File: src/rtl/ofmt_pkg.sv
package ofmt_pkg;

    typedef enum logic [1:0] {
        FMT_OBIN = 2'b00,
        FMT_TWOS = 2'b01,
        FMT_GRAY = 2'b10,
        FMT_RSVD = 2'b11
    } num_fmt_e;

    localparam int NCH  = 2;
    localparam int CH_A = 0;
    localparam int CH_B = 1;

endpackage

File: src/rtl/ofmt_chan_conv.sv
module ofmt_chan_conv
    import ofmt_pkg::*;
#(
    parameter int W = 10
) (
    input  logic [W-1:0] samp,
    input  num_fmt_e     fmt,
    input  logic         inv,
    input  logic         dis,
    output logic [W-1:0] word
);
    localparam logic [W-1:0] MSB_MASK = {1'b1, {(W-1){1'b0}}};

    logic [W-1:0] conv_w;
    logic [W-1:0] inv_w;

    always_comb begin
        unique case (fmt)
            FMT_TWOS: conv_w = samp ^ MSB_MASK;
            FMT_GRAY: conv_w = samp ^ (samp >> 1);
            default:  conv_w = samp;
        endcase
        inv_w = inv ? ~conv_w : conv_w;
        word  = dis ? '0 : inv_w;
    end

endmodule

File: src/rtl/ofmt_lane_map.sv
module ofmt_lane_map #(
    parameter int W = 10
) (
    input  logic [W-1:0] ch_a,
    input  logic [W-1:0] ch_b,
    input  logic [1:0]   logic_type,
    input  logic         interleave,
    output logic [W-1:0] a_rise,
    output logic [W-1:0] a_fall,
    output logic [W-1:0] b_rise,
    output logic [W-1:0] b_fall
);
    localparam int CW = 2 * W;

    logic [CW-1:0] merged;
    logic [W-1:0]  even_w;
    logic [W-1:0]  odd_w;
    logic          diff_mode;

    assign merged = {ch_b, ch_a};

    for (genvar i = 0; i < W; i++) begin : g_split
        assign even_w[i] = merged[2*i];
        assign odd_w[i]  = merged[2*i+1];
    end

    always_comb begin
        unique case (logic_type)
            2'b10, 2'b11: diff_mode = 1'b1;
            default:      diff_mode = 1'b0;
        endcase
    end

    always_comb begin
        b_rise = '0;
        b_fall = '0;
        if (diff_mode) begin
            if (interleave) begin
                a_rise = ch_a;
                a_fall = ch_b;
            end else begin
                a_rise = even_w;
                a_fall = odd_w;
            end
        end else if (interleave) begin
            a_rise = ch_b;
            a_fall = ch_a;
            b_rise = ch_a;
            b_fall = ch_b;
        end else begin
            a_rise = ch_a;
            a_fall = ch_a;
            b_rise = ch_b;
            b_fall = ch_b;
        end
    end

endmodule

File: src/rtl/dual_out_formatter.sv
module dual_out_formatter
    import ofmt_pkg::*;
#(
    parameter int W = 10
) (
    input  logic         clk,
    input  logic         rst_n,
    input  logic         in_valid,
    input  logic [W-1:0] samp_a,
    input  logic [W-1:0] samp_b,
    input  logic [1:0]   fmt_sel,
    input  logic [1:0]   inv_en,
    input  logic [1:0]   dis_en,
    input  logic [1:0]   logic_type,
    input  logic         interleave,
    output logic [W-1:0] port_a_rise,
    output logic [W-1:0] port_a_fall,
    output logic [W-1:0] port_b_rise,
    output logic [W-1:0] port_b_fall,
    output logic         valid_a,
    output logic         valid_b
);
    typedef struct packed {
        logic [W-1:0] ar;
        logic [W-1:0] af;
        logic [W-1:0] br;
        logic [W-1:0] bf;
        logic         va;
        logic         vb;
    } out_s;

    out_s out_d, out_q;

    logic [W-1:0] raw_w  [NCH];
    logic [W-1:0] chan_w [NCH];
    logic [W-1:0] ar_w, af_w, br_w, bf_w;

    assign raw_w[CH_A] = samp_a;
    assign raw_w[CH_B] = samp_b;

    for (genvar c = 0; c < NCH; c++) begin : g_chan
        ofmt_chan_conv #(.W(W)) conv_i (
            .samp (raw_w[c]),
            .fmt  (num_fmt_e'(fmt_sel)),
            .inv  (inv_en[c]),
            .dis  (dis_en[c]),
            .word (chan_w[c])
        );
    end

    ofmt_lane_map #(.W(W)) map_i (
        .ch_a       (chan_w[CH_A]),
        .ch_b       (chan_w[CH_B]),
        .logic_type (logic_type),
        .interleave (interleave),
        .a_rise     (ar_w),
        .a_fall     (af_w),
        .b_rise     (br_w),
        .b_fall     (bf_w)
    );

    always_comb begin
        out_d    = out_q;
        out_d.ar = ar_w;
        out_d.af = af_w;
        out_d.br = br_w;
        out_d.bf = bf_w;
        out_d.va = in_valid & ~dis_en[CH_A];
        out_d.vb = in_valid & ~dis_en[CH_B];
    end

    always_ff @(posedge clk) begin
        if (!rst_n) out_q <= '0;
        else        out_q <= out_d;
    end

    assign port_a_rise = out_q.ar;
    assign port_a_fall = out_q.af;
    assign port_b_rise = out_q.br;
    assign port_b_fall = out_q.bf;
    assign valid_a     = out_q.va;
    assign valid_b     = out_q.vb;

    // a disabled channel never reports valid on the following clock
    assert_dis_valid_R6: assert property (@(posedge clk) disable iff (!rst_n)
        $past(dis_en) == 2'b11 |-> (!valid_a && !valid_b));

    // port B stays silent in differential mode
    assert_diff_portb_zero_R8: assert property (@(posedge clk) disable iff (!rst_n)
        ($past(logic_type[1]) && $past(rst_n)) |-> (port_b_rise == '0 && port_b_fall == '0));

    // SDR single-ended gives equal phase words on each port
    assert_sdr_equal_R10: assert property (@(posedge clk) disable iff (!rst_n)
        ($past(!logic_type[1] && !interleave) && $past(rst_n))
            |-> (port_a_rise == port_a_fall && port_b_rise == port_b_fall));

    // interleaved single-ended ports are mirror images
    assert_ddr_mirror_R9: assert property (@(posedge clk) disable iff (!rst_n)
        ($past(!logic_type[1] && interleave) && $past(rst_n))
            |-> (port_a_rise == port_b_fall && port_a_fall == port_b_rise));

    // reset state of the register stage
    assert_reset_clear_R1: assert property (@(posedge clk)
        $past(!rst_n) |-> (!valid_a && !valid_b && port_a_rise == '0));

endmodule

File: config.mk
export PLATFORM = sky130hd
export DESIGN_NAME = dual_out_formatter
export DESIGN_NICKNAME = d
export VERILOG_FILES = /design/src/rtl/ofmt_pkg.sv /design/src/rtl/ofmt_chan_conv.sv /design/src/rtl/ofmt_lane_map.sv /design/src/rtl/dual_out_formatter.sv
export SDC_FILE = /design/constraint.sdc
export NUM_CORES = 1
export LEC_CHECK = 0
export BUFFER_PORTS_ARGS = -buffer_cell sky130_fd_sc_hd__buf_4
export CORE_MARGIN = 2
export CORE_UTILIZATION = 35
export DETAILED_ROUTE_END_ITERATION = 8
export PLACE_DENSITY = 0.66
export SLEW_MARGIN = 20
export SYNTH_ARGS = -nofsm -noshare
export SYNTH_HDL_FRONTEND = slang
export SYNTH_SLANG_ARGS = --single-unit
File: constraint.sdc
create_clock -name clk -period 4.4 [get_ports clk]
set_input_delay 0.88 -clock clk [delete_from_list [all_inputs] [get_ports clk]]
set_output_delay 0.88 -clock clk [all_outputs]
set_load 0.05 [all_outputs]
# Yosys cells after proc, flatten, opt, wreduce, memory -nomap -nowiden
# Cells that the tools add are included.
dict set report word_totals {
  word_cells 36
  inputBits 32
  reg_bits 42
  output_inout_bits 42
}
dict set report op_classes {
  n_reduce_logical 2
  n_eq_ne 4
  bitwise 11
  muxes 13
}
# op count
set op_table {}
lappend op_table {{10-bit 2-to-1 mux} 9}
lappend op_table {{10-bit case mux with 2 select lines} 2}
lappend op_table {{10-bit inverter} 2}
lappend op_table {{10-bit by 9-bit XOR with 10-bit output} 2}
lappend op_table {{9-bit 2-to-1 mux} 1}
lappend op_table {{2-bit equality test (second input constant)} 3}
lappend op_table {{1-bit inverter} 5}
lappend op_table {{2-bit OR reduction} 2}
lappend op_table {{1-bit AND} 2}
lappend op_table {{2-bit by 1-bit equality test with 1-bit output (second input constant)} 1}
lappend op_table {{1-bit 2-to-1 mux} 1}

# Logic depth before layout (Yosys ltp)
dict set report depth {
  ltp_word 7
  mapped_depth 9
  ltp_nobuf 7
}

# Hierarchy
# From an unflattened synthesis, not the netlist that was laid out.
dict set report hier_totals {
  cells_unflattened 313
  area_unflattened_um2 2879.0
}
# module area_per_inst_um2 cells_each n_inst
set by_module_without_submodules {}
lappend by_module_without_submodules {dual_out_formatter 1167.4 88 1}
lappend by_module_without_submodules {ofmt_lane_map 788.3 103 1}
lappend by_module_without_submodules {{ofmt_chan_conv at g_chan[0].conv_i} 465.4 61 1}
lappend by_module_without_submodules {{ofmt_chan_conv at g_chan[1].conv_i} 457.9 61 1}

# Worst setup path before layout
# Ideal clock, no wire load.
dict set report synth_timing {
  kind {input -> register}
  from {input port fmt_sel[0]}
  to {register out_q, in the netlist port_a_fall[4]}
  setup_time_ns 0.122
  arrival_ns 2.396
  cell_stages 8
  required_time_ns 4.278
  path_slack_ns 1.882
  path_cell_list {inv_1 -> ha_1 -> nand2b_2 -> buf_6 -> o211ai_1 -> xnor2_1 -> nor3_1 -> a311o_1}
}
dict set report synth_via {
  elab_chain_cells 7
  elab_cells_between_ends 12
  cone_classes {eq/ne: 2; mux: 8; bitwise: 2}
}
# element line
set synth_rtl {}
lappend synth_rtl {{start, declared} dual_out_formatter.sv:11} ;# input logic [1:0] fmt_sel,
lappend synth_rtl {{2-bit equality test / 2-bit by 1-bit equality test with 1-bit output (equally long branches)} ofmt_chan_conv.sv:18} ;# unique case (fmt)
lappend synth_rtl {{10-bit case mux with 2 select lines} ofmt_chan_conv.sv:18}
lappend synth_rtl {{10-bit inverter} ofmt_chan_conv.sv:23} ;# inv_w = inv ? ~conv_w : conv_w;
lappend synth_rtl {{10-bit 2-to-1 mux} ofmt_chan_conv.sv:23}
lappend synth_rtl {{10-bit 2-to-1 mux} ofmt_chan_conv.sv:24} ;# word = dis ? '0 : inv_w;
lappend synth_rtl {{9-bit 2-to-1 mux} ofmt_lane_map.sv:38} ;# if (interleave) begin
lappend synth_rtl {{10-bit 2-to-1 mux (*)} ofmt_lane_map.sv:37} ;# if (diff_mode) begin
lappend synth_rtl {{end signal, assigned} dual_out_formatter.sv:74} ;# else out_q <= out_d;
lappend synth_rtl {{end, declared} dual_out_formatter.sv:32} ;# out_s out_d, out_q;
# Mark *: on every way between the ends. The rest lies on a longest branch, timed or not.
# A chain may end at the register's enable or synchronous reset.

# Final worst setup path
dict set report layout_timing {
  from {input port fmt_sel[0]}
  to {register out_q, in the netlist port_a_rise[1]}
}
dict set report layout_via {
  elab_chain_cells 7
  elab_cells_between_ends 13
  cone_classes {eq/ne: 2; mux: 9; bitwise: 2}
}
# element line
set layout_rtl {}
lappend layout_rtl {{2-bit equality test / 2-bit by 1-bit equality test with 1-bit output (equally long branches)} ofmt_chan_conv.sv:18}
lappend layout_rtl {{10-bit case mux with 2 select lines} ofmt_chan_conv.sv:18}
lappend layout_rtl {{10-bit inverter} ofmt_chan_conv.sv:23}
lappend layout_rtl {{10-bit 2-to-1 mux} ofmt_chan_conv.sv:23}
lappend layout_rtl {{10-bit 2-to-1 mux} ofmt_chan_conv.sv:24}
lappend layout_rtl {{10-bit 2-to-1 mux (on tied branches)} {ofmt_lane_map.sv:45, ofmt_lane_map.sv:38}}
lappend layout_rtl {{10-bit 2-to-1 mux (*)} ofmt_lane_map.sv:37}
# Marked as above.

==> results.json <==
{
  "max_stage_delay_ns": 0.53,
  "cts_num_sinks": 42,
  "layout_min_cycle_time_ns": 3.045,
  "hp-class": "in -> reg",
  "post-cts-setup-buffers": 0,
  "place.gp.congestion": 0.9110,
  "drive_gt1_share_pct": 26.88,
  "drt_first_pass_iters": 5,
  "drt.antenna.violating_nets": 0,
  "crit_chain": "buf_4, inv_1, ha_1, nand2b_2, o311ai_2, xor2_1, a221oi_1, a211oi_1",
  "maxSlewViolCount": 0,
  "final-instance-count-excl-fill": 471,
  "max_cap_viol_count": 0,
  "crit_family": "compound AO/OA/AOI/OAI gates",
  "cts_resized": 0,
  "crit_path_end_kind": "flop",
  "slew_headroom_pct": 49.47,
  "run_status": "finished clean",
  "dp_hpwl_mm": 5.426,
  "port_buffers": 72,
  "yosysSeqAreaShare_pct": 31.50,
  "synth.avg_cell_area_um2": 8.581,
  "ir_drop_uv": 99.18,
  "clk_path_buf_depth": 2,
  "grt_max_degree": 26,
  "worstPathArrival_ns": 3.24,
  "synth_edf_count": 0,
  "pre_cts_slack_ns": 1.034,
  "syn2layout_area_growth_pct": 24.85,
  "met3_length_um": 581,
  "post-route-period-util_pct": 69.21,
  "cts_tree": "built",
  "top_layer": "met4",
  "grt_pass1_wl_mm": 11.99,
  "p_leak_nw": 1.412,
  "syn_area_um2": 2669,
  "crit_required_ns": 4.60,
  "vias": 2548,
  "start_util_pct": 36.41,
  "async_flop_share_pct": 0,
  "powerDensity_nw_per_um2": 306.5,
  "io_pins": 74,
  "coreArea_um2": 7331,
  "path_class": "in -> reg",
  "fp.dieW_um": 91.32,
  "diodes": 0,
  "crit_fanout": 25,
  "dr_wl_met2_mm": 3.151,
  "antenna_found_initial": 0,
  "startpoint_type": "input pin",
  "fin_setup_tns_ns": 0,
  "path_clk_slew_ns": 0.07,
  "htreeDepth": 2,
  "yosysWarnings": 0,
  "synth_top_flop_cell": "dfxtp_1",
  "die_area_um2": 8339,
  "syn_nets": 345,
  "cp_slowest_cell": "ha_1",
  "synth.distinct_cells": 59,
  "chipHeight_um": 91.32,
  "holdBufCountCts": 0,
  "avgRoutedWirePerCell_um": 15.20,
  "fp-row-count": 31,
  "grt_pass1_vias": 2395,
  "setup_viol": 0,
  "ys_seq_elements": 42,
  "nNetsFinal": 405,
  "rsz0062_at_grt": "no",
  "wirelength_met1_mm": 3.302,
  "dp_cells": 463,
  "gr-total-overflow": 0,
  "cts-root-buf": "clkbuf_8",
  "fmax_mhz": 328.4,
  "routed_wl_mm": 7.157,
  "worstMarginPinSlew_ns": 0.7565,
  "dr.first_iter.drc_count": 262,
  "synth_cells": 311,
  "numCtsBuffers": 5,
  "power.total_mw": 1.021,
  "cp_num_buf_inv": 2,
  "drc": 0,
  "grt.total_usage_pct": 17.59,
  "hold_viol": 0,
  "finalWorstSetupSlack_ns": 1.355,
  "viasPerCell": 5.410
}
==> where the power goes <==
group	internal (mW)	switching, mW
Clock	0.126	0.116
Combinational	0.127	0.243
Sequential	0.403	0.00610
==> placed cells by master, fill, tap and decap left out, types with 3 or more instances in the layout <==
cell and n:
a211oi_1 4, buf_4 73, nor3_1 7, nor2_1 20, xor2_2 4, xor2_1 15
a21oi_1 6, and3b_1 3, nor3b_1 7, clkbuf_8 6, o211ai_1 4, inv_1 17
and2_1 3, o21ai_1 4, nand2b_1 7, a22oi_1 12, o21ai_0 21, o22ai_1 5
nand2_1 26, dfxtp_1 42, nor2b_1 3, o211ai_2 4, nand3b_1 13, a221oi_1 4
nand3_1 3, xnor2_1 6, mux2i_1 6, o311ai_2 4, a2bb2oi_1 3, or3_1 5
==> cell usage after synthesis, types with 4 or more instances <==
cell      number  area (µm²)
nor3_1         7       35.03
nor2_1        20       75.07
o311ai_2       4       65.06
o211ai_2       4       50.05
o22ai_1        5       31.28
o211ai_1       4       30.03
xor2_1        15       131.4
o21ai_0       21       105.1
a211oi_1       4       30.03
nand2_1       26       97.59
or3_1          5       31.28
clkbuf_1      12       45.04
a21oi_1        6       30.03
o21ai_1        4       20.02
a221oi_1       4       35.03
buf_2          4       20.02
nand2b_1       7       43.79
nand3b_1      13       97.59
xor2_2         4       65.06
nor3b_1        7       52.55
a22oi_1       12       90.09
inv_1         17       63.81
dfxtp_1       42       840.8
xnor2_1        6       52.55
mux2i_1        6       60.06
==> path summary, 6_finish.rpt <==
| kind | endpoint | slack [ns] | cells past startpoint | startpoint |
|---|---|---|---|---|
| hold / removal | valid_b | 0.82 | 3 | in_valid |
| setup / recovery | port_a_rise[1] | 1.35 | 8 | fmt_sel[0] |
==> state kept, by name (all words and copies together), names as in the netlist <==
register and flops:
port_a_fall 10, port_b_fall 10, port_b_rise 10, valid_b 1, valid_a 1, port_a_rise 10
==> layout make-up <==
class	instances	area [µm²]
clock buffers	7	86.33
clock inverters	1	5.005
fillers	742	3999
inverters	17	63.81
multi-input cells	232	1664
flip-flops and latches	42	840.8
well taps	99	123.9
repair buffers	73	548.0
==> logic make-up after synthesis <==
kind of cell | count (synthesis) | synth area share [%]
AND/OR/NAND/NOR | 110 | 23.16
AO/OA/AOI/OAI | 88 | 26.26
flip-flops | 42 | 31.51
buffers and inverters | 37 | 6.141
XOR/XNOR | 25 | 9.330
multiplexers | 7 | 2.672
adder cells (fa/ha/maj) | 2 | 0.9375
==> metal layers <==
layer,global-route usage (%),up-vias
li1,-,1243
met1,24.54,1163
met2,26.67,131
met3,3.983,11
met4,6.061,0
met5,0,-
==> stage by stage <==
stage	cell area [µm²]	utilization (%)	hold WS (ns)
finish	3332	45.45	0.8237
global route	3332	45.45	0.8299
global placement	3241	44.21	1.113
floorplan	2669	-	0.9938
detailed placement	3241	44.21	1.118
CTS	3332	45.45	0.8130
No activity file was read; power rests on OpenSTA's default activity.
